--- config.mk ---
export PLATFORM = sky130hd
export DESIGN_NAME = sqToneChannel
export DESIGN_NICKNAME = d
export VERILOG_FILES = /design/src/rtl/sqPkg.sv /design/src/rtl/sqCtrl.sv /design/src/rtl/sqLength.sv /design/src/rtl/sqEnvelope.sv /design/src/rtl/sqDatapath.sv /design/src/rtl/sqToneChannel.sv
export SDC_FILE = /design/constraint.sdc
export NUM_CORES = 1
export LEC_CHECK = 0
export BUFFER_PORTS_ARGS = -buffer_cell sky130_fd_sc_hd__buf_2
export CAP_MARGIN = 20
export CORE_UTILIZATION = 40
export CTS_BUF_LIST = sky130_fd_sc_hd__clkbuf_2
export DETAILED_ROUTE_END_ITERATION = 16
export PLACE_DENSITY = 0.58
export SKIP_CTS_REPAIR_TIMING = 1
export SLEW_MARGIN = 20
export SYNTH_ARGS = -nofsm -noshare
export SYNTH_HDL_FRONTEND = slang
export SYNTH_SLANG_ARGS = --single-unit
--- constraint.sdc ---
create_clock -name clk -period 4.2 [get_ports clk]
set_clock_uncertainty 0.15 [all_clocks]
set_input_delay 0.21 -clock clk [delete_from_list [all_inputs] [get_ports clk]]
set_output_delay 0.21 -clock clk [all_outputs]
set_load 0.1 [all_outputs]
--- src/rtl/sqPkg.sv ---
package sqPkg;
  localparam int FREQ_W = 11;
  localparam int DUTY_W = 2;
  localparam int POS_W  = 3;
  localparam int VOL_W  = 4;
  localparam int LEN_W  = 6;
  localparam int ENV_W  = 3;
  localparam int DATA_W = 8;
  localparam int ADDR_W = 2;

  typedef struct packed {
    logic [DUTY_W-1:0] duty;
    logic [VOL_W-1:0]  initVol;
    logic              envUp;
    logic [ENV_W-1:0]  envPer;
    logic [FREQ_W-1:0] freq;
    logic              lenEn;
    logic              dacOn;
  } sqFields_t;

  typedef struct packed {
    logic              clear;
    logic              trigger;
    logic [FREQ_W-1:0] trigFreq;
    logic              lenLoad;
    logic [LEN_W-1:0]  lenVal;
    logic              dacKill;
  } sqStrobe_t;

  // Pattern strings are stored with position 0 in the most significant bit.
  function automatic logic dutyBit(input logic [DUTY_W-1:0] duty, input logic [POS_W-1:0] pos);
    logic [7:0] pat;
    case (duty)
      2'd0:    pat = 8'b0000_0001;
      2'd1:    pat = 8'b1000_0001;
      2'd2:    pat = 8'b1000_0111;
      default: pat = 8'b0111_1110;
    endcase
    return pat[3'd7 - pos];
  endfunction
endpackage

--- src/rtl/sqCtrl.sv ---
module sqCtrl
  import sqPkg::*;
(
  input  logic              clk,
  input  logic              rstN,
  input  logic              powerDn,
  input  logic              wrEn,
  input  logic [ADDR_W-1:0] wrAddr,
  input  logic [DATA_W-1:0] wrData,
  input  logic [ADDR_W-1:0] rdAddr,
  output logic [DATA_W-1:0] rdData,
  output sqFields_t         fields,
  output sqStrobe_t         strobes
);
  localparam logic [ADDR_W-1:0] ADDR_SHAPE = 2'd0;
  localparam logic [ADDR_W-1:0] ADDR_ENV   = 2'd1;
  localparam logic [ADDR_W-1:0] ADDR_FLO   = 2'd2;
  localparam logic [ADDR_W-1:0] ADDR_CTRL  = 2'd3;
  localparam int HI_W = FREQ_W - DATA_W;

  logic wrGo;
  assign wrGo = wrEn && !powerDn;

  always_ff @(posedge clk or negedge rstN) begin
    if (!rstN) begin
      fields <= '0;
    end else if (powerDn) begin
      fields <= '0;
    end else if (wrEn) begin
      case (wrAddr)
        ADDR_SHAPE: fields.duty <= wrData[DATA_W-1 -: DUTY_W];
        ADDR_ENV: begin
          fields.initVol <= wrData[DATA_W-1 -: VOL_W];
          fields.envUp   <= wrData[ENV_W];
          fields.envPer  <= wrData[ENV_W-1:0];
          fields.dacOn   <= |wrData[DATA_W-1:ENV_W];
        end
        ADDR_FLO:  fields.freq[DATA_W-1:0] <= wrData;
        default: begin
          fields.freq[FREQ_W-1:DATA_W] <= wrData[HI_W-1:0];
          fields.lenEn <= wrData[6];
        end
      endcase
    end
  end

  always_comb begin
    strobes          = '0;
    strobes.clear    = powerDn;
    strobes.trigger  = wrGo && (wrAddr == ADDR_CTRL) && wrData[7];
    strobes.trigFreq = {wrData[HI_W-1:0], fields.freq[DATA_W-1:0]};
    strobes.lenLoad  = wrGo && (wrAddr == ADDR_SHAPE);
    strobes.lenVal   = wrData[LEN_W-1:0];
    strobes.dacKill  = wrGo && (wrAddr == ADDR_ENV) && !(|wrData[DATA_W-1:ENV_W]);
  end

  always_comb begin
    case (rdAddr)
      ADDR_SHAPE: rdData = {fields.duty, {(DATA_W-DUTY_W){1'b1}}};
      ADDR_ENV:   rdData = {fields.initVol, fields.envUp, fields.envPer};
      ADDR_FLO:   rdData = '1;
      default:    rdData = {1'b1, fields.lenEn, {(DATA_W-2){1'b1}}};
    endcase
  end
endmodule

--- src/rtl/sqLength.sv ---
module sqLength #(
  parameter int LEN_W = 6
) (
  input  logic             clk,
  input  logic             rstN,
  input  logic             clear,
  input  logic             load,
  input  logic [LEN_W-1:0] loadVal,
  input  logic             trigger,
  input  logic             enable,
  input  logic             tick,
  output logic             expire
);
  localparam int CNT_W = LEN_W + 1;
  localparam logic [CNT_W-1:0] FULL = CNT_W'(1) << LEN_W;

  logic [CNT_W-1:0] cnt;

  always_ff @(posedge clk or negedge rstN) begin
    if (!rstN) begin
      cnt <= '0;
    end else if (clear) begin
      cnt <= '0;
    end else if (load) begin
      cnt <= FULL - CNT_W'(loadVal);
    end else if (trigger) begin
      if (cnt == '0) cnt <= FULL;
    end else if (tick && enable && (cnt != '0)) begin
      cnt <= cnt - 1'b1;
    end
  end

  assign expire = !clear && !load && !trigger && tick && enable && (cnt == CNT_W'(1));
endmodule

--- src/rtl/sqEnvelope.sv ---
module sqEnvelope #(
  parameter int VOL_W = 4,
  parameter int ENV_W = 3
) (
  input  logic             clk,
  input  logic             rstN,
  input  logic             clear,
  input  logic             trigger,
  input  logic             tick,
  input  logic [VOL_W-1:0] initVol,
  input  logic             up,
  input  logic [ENV_W-1:0] period,
  output logic [VOL_W-1:0] volume
);
  localparam logic [VOL_W-1:0] VOL_MAX = '1;

  logic [ENV_W-1:0] envTmr, tmrDec;
  logic [VOL_W-1:0] volStep;

  always_comb begin
    tmrDec  = (envTmr != '0) ? envTmr - 1'b1 : '0;
    volStep = volume;
    if (up && volume != VOL_MAX)       volStep = volume + 1'b1;
    else if (!up && volume != '0)      volStep = volume - 1'b1;
  end

  always_ff @(posedge clk or negedge rstN) begin
    if (!rstN) begin
      volume <= '0;
      envTmr <= '0;
    end else if (clear) begin
      volume <= '0;
      envTmr <= '0;
    end else if (trigger) begin
      volume <= initVol;
      envTmr <= period;
    end else if (tick && period != '0) begin
      if (tmrDec == '0) begin
        envTmr <= period;
        volume <= volStep;
      end else begin
        envTmr <= tmrDec;
      end
    end
  end
endmodule

--- src/rtl/sqDatapath.sv ---
module sqDatapath
  import sqPkg::*;
#(
  parameter int TMR_STEP = 4
) (
  input  logic             clk,
  input  logic             rstN,
  input  logic             tickEn,
  input  logic             lenTick,
  input  logic             envTick,
  input  sqFields_t        fields,
  input  sqStrobe_t        strobes,
  output logic [VOL_W-1:0] sample,
  output logic             active,
  output logic [POS_W-1:0] dutyPos,
  output logic             armed,
  output logic [VOL_W-1:0] volume
);
  localparam int TMR_W = FREQ_W + 1 + $clog2(TMR_STEP);
  localparam logic [TMR_W-1:0] STEP_V = TMR_W'(TMR_STEP);

  function automatic logic [TMR_W-1:0] periodOf(input logic [FREQ_W-1:0] f);
    return ((TMR_W'(1) << FREQ_W) - TMR_W'(f)) * STEP_V;
  endfunction

  logic [TMR_W-1:0] timer, runPeriod, trigPeriod, curT;
  logic lenExpire;

  assign runPeriod  = periodOf(fields.freq);
  assign trigPeriod = periodOf(strobes.trigFreq);
  assign curT       = (timer == '0) ? runPeriod : timer;

  always_ff @(posedge clk or negedge rstN) begin
    if (!rstN) begin
      timer   <= '0;
      dutyPos <= '0;
      armed   <= 1'b0;
    end else if (strobes.clear) begin
      timer   <= '0;
      dutyPos <= '0;
      armed   <= 1'b0;
    end else if (strobes.trigger) begin
      timer <= trigPeriod;
      armed <= 1'b1;
    end else if (tickEn) begin
      if (curT > STEP_V) begin
        timer <= curT - STEP_V;
      end else begin
        timer <= runPeriod;
        if (armed) dutyPos <= dutyPos + 1'b1;
      end
    end
  end

  always_ff @(posedge clk or negedge rstN) begin
    if (!rstN)                              active <= 1'b0;
    else if (strobes.clear)                 active <= 1'b0;
    else if (strobes.trigger)               active <= fields.dacOn;
    else if (strobes.dacKill || lenExpire)  active <= 1'b0;
  end

  sqLength #(.LEN_W(LEN_W)) u_len (
    .clk     (clk),
    .rstN    (rstN),
    .clear   (strobes.clear),
    .load    (strobes.lenLoad),
    .loadVal (strobes.lenVal),
    .trigger (strobes.trigger),
    .enable  (fields.lenEn),
    .tick    (lenTick),
    .expire  (lenExpire)
  );

  sqEnvelope #(.VOL_W(VOL_W), .ENV_W(ENV_W)) u_env (
    .clk     (clk),
    .rstN    (rstN),
    .clear   (strobes.clear),
    .trigger (strobes.trigger),
    .tick    (envTick),
    .initVol (fields.initVol),
    .up      (fields.envUp),
    .period  (fields.envPer),
    .volume  (volume)
  );

  assign sample = (active && fields.dacOn && dutyBit(fields.duty, dutyPos)) ? volume : '0;
endmodule

--- src/rtl/sqToneChannel.sv ---
module sqToneChannel
  import sqPkg::*;
#(
  parameter int TMR_STEP = 4
) (
  input  logic              clk,
  input  logic              rstN,
  input  logic              powerDn,
  input  logic              wrEn,
  input  logic [ADDR_W-1:0] wrAddr,
  input  logic [DATA_W-1:0] wrData,
  input  logic [ADDR_W-1:0] rdAddr,
  output logic [DATA_W-1:0] rdData,
  input  logic              tickEn,
  input  logic              lenTick,
  input  logic              envTick,
  output logic [VOL_W-1:0]  sample,
  output logic              active
);
  sqFields_t        fields;
  sqStrobe_t        strobes;
  logic [POS_W-1:0] dutyPos;
  logic             armed;
  logic [VOL_W-1:0] volume;

  sqCtrl u_ctrl (
    .clk     (clk),
    .rstN    (rstN),
    .powerDn (powerDn),
    .wrEn    (wrEn),
    .wrAddr  (wrAddr),
    .wrData  (wrData),
    .rdAddr  (rdAddr),
    .rdData  (rdData),
    .fields  (fields),
    .strobes (strobes)
  );

  sqDatapath #(.TMR_STEP(TMR_STEP)) u_dp (
    .clk     (clk),
    .rstN    (rstN),
    .tickEn  (tickEn),
    .lenTick (lenTick),
    .envTick (envTick),
    .fields  (fields),
    .strobes (strobes),
    .sample  (sample),
    .active  (active),
    .dutyPos (dutyPos),
    .armed   (armed),
    .volume  (volume)
  );
endmodule

==> metrics.txt, run 1 <==
nets@finish 599; met1 Use GR 35.1%; Worst EP required 4.46 ns; Starting Density 41.6%; Via Count 4276; combinational fraction of design power 60.8%; number of global-route vias before repair 3818; site row count 37; ANT cells 0; P per Cell Area 522 mW/mm²; crit start category flip-flop; Root Buffer clkbuf_2; gr usage total 23.5%; global placer's final weighted congestion 0.902; Die Y 106 µm; DIE WIDTH 106 µm; area share of the largest cell type after synthesis 32.5%; commonest non-fill, non-tap cells in the layout 62 x nand2_1, 59 x nor2_1, 56 x dfrtp_1; Slew headroom 49.8%; Pre-antenna DRT Iters 5; top post-synthesis cells by area dfrtp_1 32%, nand2_1 5.4%, a21oi_1 5.2%, nor2_1 5.1%, o21ai_0 3.2%; Max Slew Vio Count 0; I/O pin count 32; period utilization 78.9%; max_cap viols 0; number of fill cells 1059; switch share 50.3%; warnings from Yosys 0; leading cell type in the layout, fill and taps excluded nand2_1; Synth Cell Area 0.00431 mm²; Cell variety after synth 73; Clk Latency, worst-skew pair 0.46 ns; routed len/inst 18.4 µm; H-tree depth 2; area of the core 0.0104 mm²; #FFs+latches synth 56; syn avg cell area 7.99 µm²; CP Class reg2reg; register area share after synthesis 32.5%; total gr overflow 0; Syn Nets 570; Worst Setup End Kind flip-flop; RSZ-0062 raised after global routing false; internal power 1.23 mW; Top Usage Layer GRT met2; final setup fails 0; Critical Path Fanout Max 11; Clock transition at path regs 0.32 ns; Setup TNS 0 ns; initial antenna violation count 0; Least-Margin Pin Slew 0.753 ns; Mapped Cells 540; GR met3 Demand/Resource 2.60%; Post-DRT Antenna Nets 0; Switch Pwr 1.24 mW; status finished, final reports clean; Synth area leader dfrtp_1; clock share of power 9.5%; VDD IR max 251 µV; worst min path class in2reg; pin count of the biggest net entering global routing 57; P&R area growth vs syn 9.78%; vias per inst 6.06; Pwr Total 2.47 mW; DP HPWL 9420 µm; CTS tree built; clk sinks 56; Flop pwr share 29.7%; die area 0.0112 mm²; IO buf count 31; fin crit period 3.31 ns; Top FF cell, synth dfrtp_1; Detailed Route Iter0 Violations 323; layout cells sized above 1 13.0%; Fin. Hold Viols 0; WL final 13000 µm; M2 GR Usage 36.3%; Synth async-reset ratio 100%; deepest clock path buffer count 2; number of buffers created by CTS 5; first-pass GRT wire length 20700 µm; residual DRC count 0; Peak Freq 302 MHz; Arrival @ worst endpoint 3.57 ns; Post-synth EDFFs 0; Lkg Pwr 2.01 nW
-- registers in the layout, summed over array words and instances (netlist names) --
register / count
u_dp.armed: 1
u_dp.timer: 14
u_dp.u_env.volume: 4
u_dp.active: 1
u_dp.u_len.cnt: 7
u_dp.u_env.envTmr: 3
u_ctrl.fields: 23
u_dp.dutyPos: 3
-- path summary, 6_finish.rpt --
kind                       slack, ns                   end  depth (start not counted)         startpoint
min reg2reg                     0.42     u_ctrl.fields[18]                          2  u_ctrl.fields[18]
max in group asynchronous       3.19  u_dp.u_env.volume[3]                          3               rstN
min in group asynchronous       0.19         u_dp.timer[6]                          3               rstN
min                             0.01  u_dp.u_env.envTmr[2]                          4            envTick
max reg2reg                     0.89        u_dp.timer[12]                         10   u_ctrl.fields[2]
max                             0.89        u_dp.timer[12]                         10   u_ctrl.fields[2]
-- worst max-delay path, cell delays in order (launching register included) --
cell       delay, ns
dfrtp_1         0.60
inv_1           0.19
ha_1            0.28
or4_1           0.43
a211oi_2        0.33
o2111ai_1       0.17
o22ai_1         0.16
buf_4           0.17
and4_1          0.43
nor3_1          0.11
o211a_1         0.23
-- per-stage QoR --
step           std cells  util (%)  instance area (µm²)  hold slack (ns)  worst slack, ns
2_1_floorplan        540         -                 4310           -0.236             1.12
3_3_place_gp         688      44.2                 4590            0.254             1.03
3_5_place_dp         688      44.2                 4590            0.261            0.952
4_1_cts              696      44.7                 4630           -0.307            0.924
5_1_grt              706      45.7                 4730           0.0538            0.636
6_report             706      45.7                 4730           0.0142            0.888
-- power by group through the flow --
stage	sequential [mW]	combinational, mW	clock, mW
after floorplan	0.697	1.11	0
after global placement	0.738	1.47	0
after detailed placement	0.740	1.46	0
after CTS	0.731	1.47	0.243
after global routing	0.749	1.65	0.256
final	0.734	1.50	0.234
-- layout make-up --
type                       instances  area, µm²  share of cell area, %
clock buffer                       5       25.0                  0.529
clock inverter                     3       21.3                  0.449
inverter                          17       63.8                   1.35
multi-input combinational        436       2710                   57.2
sequential                        56       1400                   29.6
tap                              136        170                   3.59
timing repair buffer              53        345                   7.29
-- kinds of logic (layout without fill, tap and decap cells) --
kind of cell,Yosys count,count (layout),share of synthesized area [%]
buffers and inverters,48,78,4.73
xor gates and xnor gates,19,19,3.86
AOI/OAI and AO/OA,170,170,26.6
DFF,56,56,32.5
and+or+nand+nor,226,226,26.6
adders and majority gates,11,11,3.37
muxes,10,10,2.38
-- metal layers --
| metal | up-vias | share of wire, % |
|---|---|---|
| met2 | 153 | 45 |
| met5 | - | 0 |
| met3 | 17 | 6.0 |
| li1 | 2062 | - |
| met4 | 0 | 1.5 |
| met1 | 2044 | 47 |
-- Yosys cell counts (5+ instances only) --
cell type	number
a211oi_1	7
a21oi_1	45
a31oi_1	10
a32oi_1	7
and2_1	6
and3_1	6
clkbuf_1	21
dfrtp_1	56
ha_1	10
inv_1	16
mux2i_1	8
nand2_1	62
nand2b_1	9
nand3_1	10
nand4_1	8
nor2_1	59
nor3_1	21
nor4_1	5
o211ai_1	7
o21ai_0	28
o31ai_1	13
or2_2	6
or3_1	6
or4_1	5
xnor2_1	13
xor2_1	6
(Power assumes the default switching activity.)
==> run 2, diff against run 1 <==
Clock period 4.2 ns to 3.3 ns, I/O delays scaled along.
==> metrics.txt, run 2 (synthesized netlist as in run 1, its figures left out) <==
RSZ-0062 raised after global routing false; Starting Density 41.6% (unchanged); Fin. Hold Viols 7 (+7); area of the core 0.0104 mm² (unchanged); number of global-route vias before repair 4089 (+7.1%); pin count of the biggest net entering global routing 49 (-14%); Die Y 106 µm (unchanged); Via Count 4380 (+2.4%); leading cell type in the layout, fill and taps excluded nand2_1; worst min path class in2reg; R2R depth 7 (-3); number of buffers created by CTS 5 (unchanged); final setup fails 0 (unchanged); Critical Path Fanout Max 9 (-2); vias per inst 6.07 (+0.30%); Util after Layout 47.1% (+1.4 points); fin crit period 3.11 ns (-0.199 ns); Worst EP required 3.58 ns (-0.88 ns); I/O pin count 32 (unchanged); WHS -0.0387 ns (-0.0529 ns); WL final 13800 µm (+6.4%); H-tree depth 2 (unchanged); Detailed Route Iter0 Violations 354 (+9.6%); Largest regs u_ctrl.fields x23, u_dp.timer x14, u_dp.u_len.cnt x7; period utilization 94.3% (+15 points); Post-DRT Antenna Nets 0 (unchanged); placed cells 702 (+2.0%); Worst Setup End Kind flip-flop; Arrival @ worst endpoint 3.39 ns (-0.18 ns); Clock transition at path regs 0.34 ns (+0.02 ns); site row count 37 (unchanged); number of fill cells 1065 (+0.57%); worst hold path depth 4 (unchanged); failing checks negative hold slack; P per Cell Area 685 mW/mm² (+31%); global placer's final weighted congestion 0.921 (+2.1%); routed len/inst 19.2 µm (+4.2%); register area 0.00140 mm² (unchanged); IO buf count 31 (unchanged); VDD IR max 355 µV (+41%); CP Class reg2reg; Slew headroom 45.4% (-4.4 points); P&R area growth vs syn 13.1%; initial antenna violation count 0 (unchanged); Lkg Pwr 2.10 nW (+4.6%); fin cells 721 (+2.1%); first-pass GRT wire length 22100 µm (+6.6%); DP HPWL 10000 µm (+6.4%); nets@finish 614 (+2.5%); Setup TNS 0 ns (unchanged); deepest clock path buffer count 2 (unchanged); Peak Freq 321 MHz (+6.4%); gr usage total 25.2% (+1.7 points); Max Slew Vio Count 0 (unchanged); commonest non-fill, non-tap cells in the layout 62 x nand2_1, 59 x nor2_1, 56 x dfrtp_1; status finished, violations left; clk sinks 56 (unchanged); Multi-input gate area 0.00271 mm² (+0.18%); max reg flops 23 (unchanged); Pre-antenna DRT Iters 8 (+3); Clk Latency, worst-skew pair 0.51 ns (+0.05 ns); Root Buffer clkbuf_2; max_cap viols 0 (unchanged); crit start category flip-flop; Least-Margin Pin Slew 0.812 ns (+0.0595 ns); residual DRC count 0 (unchanged); Top reg by flops u_ctrl.fields; ANT cells 0 (unchanged); die area 0.0112 mm² (unchanged); DIE WIDTH 106 µm (unchanged); total gr overflow 0 (unchanged); layout cells sized above 1 15.2% (+2.2 points); CTS tree built
-- run 2: critical path, cell delays in order, from the launching register on --
cell and delay, ns:
dfrtp_1 0.53, or4_4 0.58, or3_1 0.36, a211o_1 0.36, a21oi_2 0.26, and4_1 0.48, nor3_1 0.11, o211a_1 0.23
-- run 2: layout make-up --
cell class,count,area share (%)
inverter,17,1.31
tap,136,3.49
multi-input combinational,436,55.6
timing repair buffer,68,9.44
clock buffer,5,0.513
sequential,56,28.7
clock inverter,3,0.949
-- run 2: per-stage QoR --
step                      cell area [µm²]  power (mW)  worst slack [ns]
after detailed placement             4690        2.89             0.202
after floorplan                      4310        2.30             0.219
final                                4880        3.34             0.187
after global routing                 4880        3.54            0.0508
after CTS                            4760        3.29             0.179
after global placement               4690        2.90             0.257
-- run 2: final timing paths --
path | slack [ns] | from | to
max in group asynchronous | 2.15 | rstN | u_ctrl.fields[9]
worst max-delay path | 0.19 | u_ctrl.fields[6] | u_dp.timer[12]
worst min-delay path | -0.04 | wrAddr[1] | u_ctrl.fields[17]
min in group asynchronous | 0.05 | rstN | u_dp.timer[5]
worst max register to register | 0.19 | u_ctrl.fields[6] | u_dp.timer[12]
worst min register to register | 0.41 | u_ctrl.fields[18] | u_ctrl.fields[18]
-- run 2: metal layers --
metal  track usage, %  vias to the layer above  part of all wire (%)
met3             3.65                       29                   6.3
li1                 -                     2088                     -
met1             35.6                     2085                    46
met4             7.64                        0                   2.2
met2             39.7                      178                    46
met5                0                        -                     0
-- run 2: power by group --
part           internal [mW]  switching (mW)
Clock                  0.133           0.259
Combinational          0.776            1.25
Sequential             0.788           0.135
Total                   1.70            1.64
